<file path="config.mk">
export PLATFORM = sky130hd
export DESIGN_NAME = dma_chan_seq
export DESIGN_NICKNAME = d
export VERILOG_FILES = /design/src/rtl/dma_seq_pkg.sv /design/src/rtl/dma_req_sel.sv /design/src/rtl/dma_regs.sv /design/src/rtl/dma_engine.sv /design/src/rtl/dma_chan_seq.sv
export SDC_FILE = /design/constraint.sdc
export NUM_CORES = 1
export LEC_CHECK = 0
export BUFFER_PORTS_ARGS = -buffer_cell sky130_fd_sc_hd__buf_2
export CORE_ASPECT_RATIO = 1.2
export CORE_UTILIZATION = 48
export CTS_BUF_LIST = sky130_fd_sc_hd__clkbuf_2 sky130_fd_sc_hd__clkbuf_4 sky130_fd_sc_hd__clkbuf_8
export CTS_CLUSTER_SIZE = 28
export DETAILED_ROUTE_END_ITERATION = 7
export MAX_ROUTING_LAYER = met4
export PLACE_DENSITY = 0.72
export REMOVE_ABC_BUFFERS = 1
export SLEW_MARGIN = 20
export SYNTH_ARGS = -nofsm -noshare
export SYNTH_HDL_FRONTEND = slang
export SYNTH_SLANG_ARGS = --single-unit
</file>
<file path="constraint.sdc">
create_clock -name clk -period 2.4 [get_ports clk]
set_input_delay 0.6 -clock clk [delete_from_list [all_inputs] [get_ports clk]]
set_output_delay 0.6 -clock clk [all_outputs]
set_load 0.03 [all_outputs]
</file>
<file path="src/rtl/dma_seq_pkg.sv">
package dma_seq_pkg;
  localparam int unsigned SELW = 3;

  localparam logic [4:0] OFF_CTRL = 5'h00;
  localparam logic [4:0] OFF_SRC  = 5'h04;
  localparam logic [4:0] OFF_DST  = 5'h08;
  localparam logic [4:0] OFF_CNT  = 5'h0C;
  localparam logic [4:0] OFF_DPTR = 5'h10;

  // bit order from lsb: run, direct, chain, sel[2:0], mask, done
  typedef struct packed {
    logic            done;
    logic            mask;
    logic [SELW-1:0] sel;
    logic            chain;
    logic            direct;
    logic            run;
  } ctrl_t;

  typedef enum logic [3:0] {
    S_IDLE, S_FETCH, S_FWAIT, S_CHECK, S_WAIT, S_RD, S_RDW, S_WR, S_LINK
  } seq_state_e;
endpackage

</file>
<file path="src/rtl/dma_req_sel.sv">
module dma_req_sel
  import dma_seq_pkg::*;
#(
  parameter int unsigned NSRC = 5
) (
  input  logic [SELW-1:0] sel,
  input  logic [NSRC-2:0] req_i,
  output logic            req
);
  // select 0 is the software source and always requests
  always_comb begin
    req = (sel == '0);
    for (int k = 1; k < NSRC; k++) begin
      if (sel == SELW'(k)) req = req_i[k-1];
    end
  end
endmodule

</file>
<file path="src/rtl/dma_regs.sv">
module dma_regs
  import dma_seq_pkg::*;
#(
  parameter int unsigned AW = 32,
  parameter int unsigned DW = 32,
  parameter int unsigned CW = 16
) (
  input  logic          clk,
  input  logic          rst_n,
  input  logic          we,
  input  logic [4:0]    addr,
  input  logic [DW-1:0] wdata,
  output logic [DW-1:0] rdata,
  input  logic          busy,
  input  logic          ld_en,
  input  logic [1:0]    ld_idx,
  input  logic [AW-1:0] ld_data,
  input  logic          ld_dptr,
  input  logic          adv,
  input  logic          fin,
  output ctrl_t         ctrl,
  output logic [AW-1:0] src,
  output logic [AW-1:0] dst,
  output logic [CW-1:0] cnt,
  output logic [AW-1:0] dptr
);
  localparam logic [AW-1:0] STEP = AW'(DW / 8);

  always_ff @(posedge clk) begin
    if (!rst_n) begin
      ctrl <= '0;
      src  <= '0;
      dst  <= '0;
      cnt  <= '0;
      dptr <= '0;
    end else begin
      if (we && addr == OFF_CTRL) begin
        ctrl.sel  <= wdata[5:3];
        ctrl.mask <= wdata[6];
        if (wdata[7]) ctrl.done <= 1'b0;
        if (!busy) begin
          ctrl.run    <= wdata[0];
          ctrl.direct <= wdata[1];
          ctrl.chain  <= wdata[2];
        end
      end
      if (we && !busy) begin
        case (addr)
          OFF_SRC:  src  <= AW'(wdata);
          OFF_DST:  dst  <= AW'(wdata);
          OFF_CNT:  cnt  <= CW'(wdata);
          OFF_DPTR: dptr <= AW'(wdata);
          default: ;
        endcase
      end
      if (ld_en) begin
        case (ld_idx)
          2'd0:    src <= ld_data;
          2'd1:    dst <= ld_data;
          default: cnt <= CW'(ld_data);
        endcase
      end
      if (ld_dptr) dptr <= ld_data;
      if (adv) begin
        src <= src + STEP;
        dst <= dst + STEP;
        cnt <= cnt - CW'(1);
      end
      if (fin) begin
        ctrl.run  <= 1'b0;
        ctrl.done <= 1'b1;
      end
    end
  end

  always_comb begin
    case (addr)
      OFF_CTRL: rdata = DW'(ctrl);
      OFF_SRC:  rdata = DW'(src);
      OFF_DST:  rdata = DW'(dst);
      OFF_CNT:  rdata = DW'(cnt);
      OFF_DPTR: rdata = DW'(dptr);
      default:  rdata = '0;
    endcase
  end

  assert_cnt_no_underflow_R3: assert property (@(posedge clk) disable iff (!rst_n)
    adv |-> cnt != '0);
  assert_done_clears_run_R7: assert property (@(posedge clk) disable iff (!rst_n)
    $rose(ctrl.done) |-> !ctrl.run);
  assert_busy_freeze_R9: assert property (@(posedge clk) disable iff (!rst_n)
    (busy && !ld_en && !adv) |=> ($stable(src) && $stable(dst)));
endmodule

</file>
<file path="src/rtl/dma_engine.sv">
module dma_engine
  import dma_seq_pkg::*;
#(
  parameter int unsigned AW = 32,
  parameter int unsigned DW = 32,
  parameter int unsigned CW = 16
) (
  input  logic          clk,
  input  logic          rst_n,
  input  logic          run,
  input  logic          direct,
  input  logic          chain,
  input  logic          req,
  input  logic [AW-1:0] src,
  input  logic [AW-1:0] dst,
  input  logic [CW-1:0] cnt,
  input  logic [AW-1:0] dptr,
  output logic          busy,
  output logic          ld_en,
  output logic [1:0]    ld_idx,
  output logic [AW-1:0] ld_data,
  output logic          ld_dptr,
  output logic          adv,
  output logic          fin,
  output logic          mem_valid,
  input  logic          mem_ready,
  output logic          mem_we,
  output logic [AW-1:0] mem_addr,
  output logic [DW-1:0] mem_wdata,
  input  logic          mem_rvalid,
  input  logic [DW-1:0] mem_rdata
);
  seq_state_e    state;
  logic [1:0]    widx;
  logic          chain_m;
  logic [AW-1:0] nxt;
  logic [DW-1:0] rbuf;

  always_ff @(posedge clk) begin
    if (!rst_n) begin
      state   <= S_IDLE;
      widx    <= '0;
      chain_m <= 1'b0;
      nxt     <= '0;
      rbuf    <= '0;
    end else begin
      case (state)
        S_IDLE: if (run && (direct || chain)) begin
          chain_m <= chain;
          widx    <= '0;
          state   <= chain ? S_FETCH : S_CHECK;
        end
        S_FETCH: if (mem_ready) state <= S_FWAIT;
        S_FWAIT: if (mem_rvalid) begin
          if (widx == 2'd3) begin
            nxt   <= AW'(mem_rdata);
            state <= S_CHECK;
          end else begin
            widx  <= widx + 2'd1;
            state <= S_FETCH;
          end
        end
        S_CHECK: state <= (cnt == '0) ? S_LINK : S_WAIT;
        S_WAIT:  if (req) state <= S_RD;
        S_RD:    if (mem_ready) state <= S_RDW;
        S_RDW:   if (mem_rvalid) begin
          rbuf  <= mem_rdata;
          state <= S_WR;
        end
        S_WR:    if (mem_ready) state <= S_CHECK;
        S_LINK: begin
          widx  <= '0;
          state <= (chain_m && nxt != '0) ? S_FETCH : S_IDLE;
        end
        default: state <= S_IDLE;
      endcase
    end
  end

  always_comb begin
    busy      = (state != S_IDLE);
    ld_en     = (state == S_FWAIT) && mem_rvalid && (widx != 2'd3);
    ld_idx    = widx;
    ld_data   = (state == S_LINK) ? nxt : AW'(mem_rdata);
    ld_dptr   = (state == S_LINK) && chain_m && (nxt != '0);
    adv       = (state == S_WR) && mem_ready;
    fin       = (state == S_LINK) && !(chain_m && nxt != '0);
    mem_valid = (state == S_FETCH) || (state == S_RD) || (state == S_WR);
    mem_we    = (state == S_WR);
    mem_wdata = (state == S_WR) ? rbuf : '0;
    case (state)
      S_FETCH: mem_addr = dptr + AW'({widx, 2'b00});
      S_RD:    mem_addr = src;
      S_WR:    mem_addr = dst;
      default: mem_addr = '0;
    endcase
  end

  assert_req_hold_R5: assert property (@(posedge clk) disable iff (!rst_n)
    (mem_valid && !mem_ready) |=>
      (mem_valid && $stable(mem_addr) && $stable(mem_we) && $stable(mem_wdata)));
  assert_start_gate_R2: assert property (@(posedge clk) disable iff (!rst_n)
    (state == S_IDLE && !(run && (direct || chain))) |=> state == S_IDLE);
  assert_req_wait_R4: assert property (@(posedge clk) disable iff (!rst_n)
    (state == S_WAIT && !req) |=> !mem_valid);
endmodule

</file>
<file path="src/rtl/dma_chan_seq.sv">
module dma_chan_seq
  import dma_seq_pkg::*;
#(
  parameter int unsigned AW   = 32,
  parameter int unsigned DW   = 32,
  parameter int unsigned CW   = 16,
  parameter int unsigned NSRC = 5
) (
  input  logic            clk,
  input  logic            rst_n,
  input  logic            reg_we,
  input  logic [4:0]      reg_addr,
  input  logic [DW-1:0]   reg_wdata,
  output logic [DW-1:0]   reg_rdata,
  input  logic [NSRC-2:0] req_i,
  output logic            mem_valid,
  input  logic            mem_ready,
  output logic            mem_we,
  output logic [AW-1:0]   mem_addr,
  output logic [DW-1:0]   mem_wdata,
  input  logic            mem_rvalid,
  input  logic [DW-1:0]   mem_rdata,
  output logic            irq
);
  ctrl_t         ctrl;
  logic [AW-1:0] src, dst, dptr, ld_data;
  logic [CW-1:0] cnt;
  logic          busy, ld_en, ld_dptr, adv, fin, req;
  logic [1:0]    ld_idx;

  dma_regs #(.AW(AW), .DW(DW), .CW(CW)) u_regs (
    .clk(clk), .rst_n(rst_n), .we(reg_we), .addr(reg_addr), .wdata(reg_wdata),
    .rdata(reg_rdata), .busy(busy), .ld_en(ld_en), .ld_idx(ld_idx),
    .ld_data(ld_data), .ld_dptr(ld_dptr), .adv(adv), .fin(fin), .ctrl(ctrl),
    .src(src), .dst(dst), .cnt(cnt), .dptr(dptr)
  );

  dma_req_sel #(.NSRC(NSRC)) u_sel (
    .sel(ctrl.sel), .req_i(req_i), .req(req)
  );

  dma_engine #(.AW(AW), .DW(DW), .CW(CW)) u_eng (
    .clk(clk), .rst_n(rst_n), .run(ctrl.run), .direct(ctrl.direct),
    .chain(ctrl.chain), .req(req), .src(src), .dst(dst), .cnt(cnt), .dptr(dptr),
    .busy(busy), .ld_en(ld_en), .ld_idx(ld_idx), .ld_data(ld_data),
    .ld_dptr(ld_dptr), .adv(adv), .fin(fin), .mem_valid(mem_valid),
    .mem_ready(mem_ready), .mem_we(mem_we), .mem_addr(mem_addr),
    .mem_wdata(mem_wdata), .mem_rvalid(mem_rvalid), .mem_rdata(mem_rdata)
  );

  assign irq = ctrl.done && !ctrl.mask;
endmodule

</file>
==> run_results.csv <==
group,metric,value,unit
sta,rsz0062_at_grt,"true",
global_routing,top_usage_layer,"met2",
worst_setup_path,cp-end-kind,"output port",
final_layout,drive_gt1_share,29.9,%
synthesis,synth_flop_cell,"dfxtp_1",
drt,avgViaCountPerCell,6.56,
worst_setup_path,crit_required,1.80,ns
synthesis,async_flop_share,0,%
final_layout,diodes,0,
sta,hold_viol,0,
global_routing,antenna_found_initial,0,
place,dp_slack,-0.354,ns
worst_setup_path,cp-start-kind,"flop",
clock_network,cts_tree,"yes",
sta,clock_skew,0.0164,ns
clock_network,htreeDepth,4,
synthesis,ys_types,69,
outcome,violations,"negative setup slack",
global_routing,met2_usage,65.1,%
worst_setup_path,arrival,2.39,ns
die,die-width,148,um
clock_network,clk_pin_slew,0.11,ns
worst_setup_path,r2r_slack,-0.02,ns
power,p_per_area,474,mW/mm2
die,die_y,178,um
drt,drt_first_pass_iters,8,
die,io_pins,177,
synthesis,synthCells,1608,
place,dpl_cell_area,0.0145,mm2
sta,tns,-22.93,ns
global_routing,use_met1,47.3,%
die,core,0.0250,mm2
synthesis,netlist_area,0.0124,mm2
global_routing,grt.overflow.total,0,
place,port_buffers,176,
outcome,status,"finished with violations",
die,std_cell_rows,63,
synthesis,synth-seq-area-share,30.9,%
synthesis,synth_edf_count,0,
sta,slew_headroom,56.2,%
global_routing,grt_pass1_wl,79800,um
drt,drc,0,
drt,drt_iter0_markers,1975,
drt,routedWlPerCell,24.3,um
worst_setup_path,crit_type,"reg -> out",
hold_path,hold_path.class,"in -> reg",
worst_setup_path,path_max_fanout,2,
global_routing,grt_use_met3,7.51,%
sta,tightest_slew,0.658,ns
flow_run,cap_violations,0,
sta,fin_ws,-0.587,ns
place,gp_congestion,0.997,
worst_setup_path,r2r_cells,11,
global_routing,grt_usage,41.1,%
worst_setup_path,reg2reg_from,"u_eng.state[3]",
final_layout,final_nets,1937,
worst_setup_path,crit_end,"mem_addr[10]",
clock_network,clock-sinks,191,
place,dp_hpwl,34100,um
synthesis,synth.avg_cell_area,7.68,um2
sta,fin_crit_sh,124,%
clock_network,insertion_delay,0.51,ns
worst_setup_path,crit_start,"u_regs.dptr[2]",
drt,wl,53200,um
worst_setup_path,r2r-end,"u_regs.src[18]",
synthesis,ys_seq_elements,191,
sta,setup_viol,99,
die,die_area,0.0264,mm2
sta,holdWs,0.346,ns
clock_network,clock_path_buffers,2,
drt,antenna_left,0,
sta,slew_violations,0,
global_routing,first_global_vias,13700,
sta,fin_crit,2.99,ns
final_layout,fin_area,0.0167,mm2
clock_network,root_buffer,"clkbuf_8",
final_layout,final_util,66.8,%
power,irDropWorstVdd,0.000707,V
die,initial_core_util,49.5,%
synthesis,yosysWarnings,0,
global_routing,grt_max_degree,52,
final_layout,syn_to_final_growth,35.1,%
power,power.leakage,6.68,nW
clock_network,cts_buffers,17,
drt,via_count,14400,
sta,max_freq,335,MHz
## logic make-up (layout without fill, tap and decap cells)
family / Yosys count / count (layout) / share of synthesized area, %
AO/OA/AOI/OAI: 381 / 381 / 20.3
AND/OR/NAND/NOR: 631 / 631 / 25.0
XOR/XNOR: 97 / 97 / 6.88
buffers and inverters: 181 / 436 / 5.83
multiplexers: 118 / 118 / 10.1
flip-flops: 191 / 191 / 30.9
adder cells (fa/ha/maj): 9 / 9 / 0.972
## repair_timing
action	in CTS	in global routing
hold buffers	0	0
gates cloned	14	2
resized for setup	316	55
pin swaps	79	61
buffers inserted	27	16
endpoints found under the setup margin	97	116
## critical path, stage by stage, from the launching register on
cell and delay [ns]:
dfxtp_2 0.35, ha_4 0.16, fa_2 0.42, nand3_4 0.11
buf_6 0.12, nor2_1 0.06, and3_4 0.19, xnor2_2 0.13
o21ai_1 0.15, buf_4 0.19
## layer usage
metal	vias up	wire length, um
met5	-	0
met4	0	3590
met3	261	5570
met2	1028	24700
met1	6757	19400
li1	6312	-
## cell type report
type                       instances  area (um2)
sequential                       191        3840
tap                              325         407
multi-input combinational       1236        8190
fill                            2050        8300
clock inverter                    14         179
clock buffer                      18         248
inverter                          35         133
timing repair buffer             369        3700
## cells in the mapped netlist, types with 7 or more instances
library cell | number | share of area [%]
nand2_1 | 275 | 8.4
mux2_2 | 50 | 4.6
inv_1 | 35 | 1.1
nor2_1 | 82 | 2.5
o22ai_1 | 38 | 1.9
mux2i_1 | 68 | 5.5
nand2b_1 | 8 | 0.41
a22oi_1 | 40 | 2.4
and2_1 | 41 | 2.1
a211oi_1 | 29 | 1.8
ha_1 | 8 | 0.81
xnor2_1 | 55 | 3.9
dfxtp_1 | 191 | 31
o221ai_1 | 15 | 1.1
nor3_1 | 31 | 1.3
and4_1 | 10 | 0.71
nor2b_1 | 8 | 0.41
and3_1 | 37 | 1.9
a21oi_1 | 92 | 3.7
clkbuf_1 | 116 | 3.5
o21ai_0 | 89 | 3.6
nand4_1 | 41 | 2.1
a31oi_1 | 7 | 0.35
nor4_1 | 28 | 1.4
xor2_1 | 42 | 3.0
buf_2 | 19 | 0.77
a222oi_1 | 36 | 2.9
nand3_1 | 41 | 1.7
## worst min-delay path by stage
stage | from | cells past startpoint | slack, ns | end
3_3_place_gp | u_eng.rbuf[25] | 2 | 0.44 | u_eng.rbuf[25]
6_report | mem_rdata[16] | 3 | 0.35 | u_eng.rbuf[16]
3_5_place_dp | u_eng.rbuf[24] | 2 | 0.44 | u_eng.rbuf[24]
2_1_floorplan | u_eng.rbuf[0] | 2 | 0.43 | u_eng.rbuf[0]
4_1_cts | mem_rdata[19] | 3 | 0.33 | u_eng.nxt[19]
5_1_grt | mem_rdata[23] | 3 | 0.33 | u_eng.rbuf[23]
## where the power goes
part	leakage, nW	switching [mW]	internal, mW	total (mW)
clock network	0.207	1.31	1.07	2.38
registers	1.55	0.200	3.31	3.51
logic	4.93	1.17	0.849	2.02
total	6.68	2.68	5.23	7.91
## registers in the layout, indices dropped and copies added (netlist names), 4 cells and up
name         count
u_eng.state      4
u_eng.nxt       32
u_regs.dptr     32
u_eng.rbuf      32
u_regs.src      32
u_regs.dst      32
u_regs.cnt      16
u_regs.ctrl      8
## layout by cell type, fill, tap and decap left out, drive strengths merged, types with 8 or more instances in the layout
| cell | synthesis | layout |
|---|---|---|
| and4 | 10 | 10 |
| nor3 | 32 | 32 |
| o221ai | 15 | 15 |
| nand3 | 41 | 41 |
| a222oi | 36 | 36 |
| buf | 28 | 367 |
| mux2i | 68 | 68 |
| xor2 | 42 | 42 |
| a21oi | 92 | 92 |
| nand2 | 275 | 275 |
| nand4 | 43 | 43 |
| and2 | 42 | 42 |
| o21ai | 90 | 90 |
| nor2b | 8 | 8 |
| xnor2 | 55 | 55 |
| a211oi | 30 | 30 |
| nand2b | 8 | 8 |
| ha | 8 | 8 |
| and3 | 37 | 37 |
| clkbuf | 118 | 20 |
| mux2 | 50 | 50 |
| nor4 | 30 | 30 |
| dfxtp | 191 | 191 |
| o22ai | 38 | 38 |
| nor2 | 82 | 82 |
| inv | 35 | 38 |
| a22oi | 40 | 40 |
## metrics by stage
stage          instances  total power, mW
2_1_floorplan       1462             4.56
5_1_grt             2188             8.16
4_1_cts             2179             7.81
6_report            2188             7.91
3_5_place_dp        2106             5.40
3_3_place_gp        2106             5.37
Note: power is estimated with default switching activity, not from simulation.
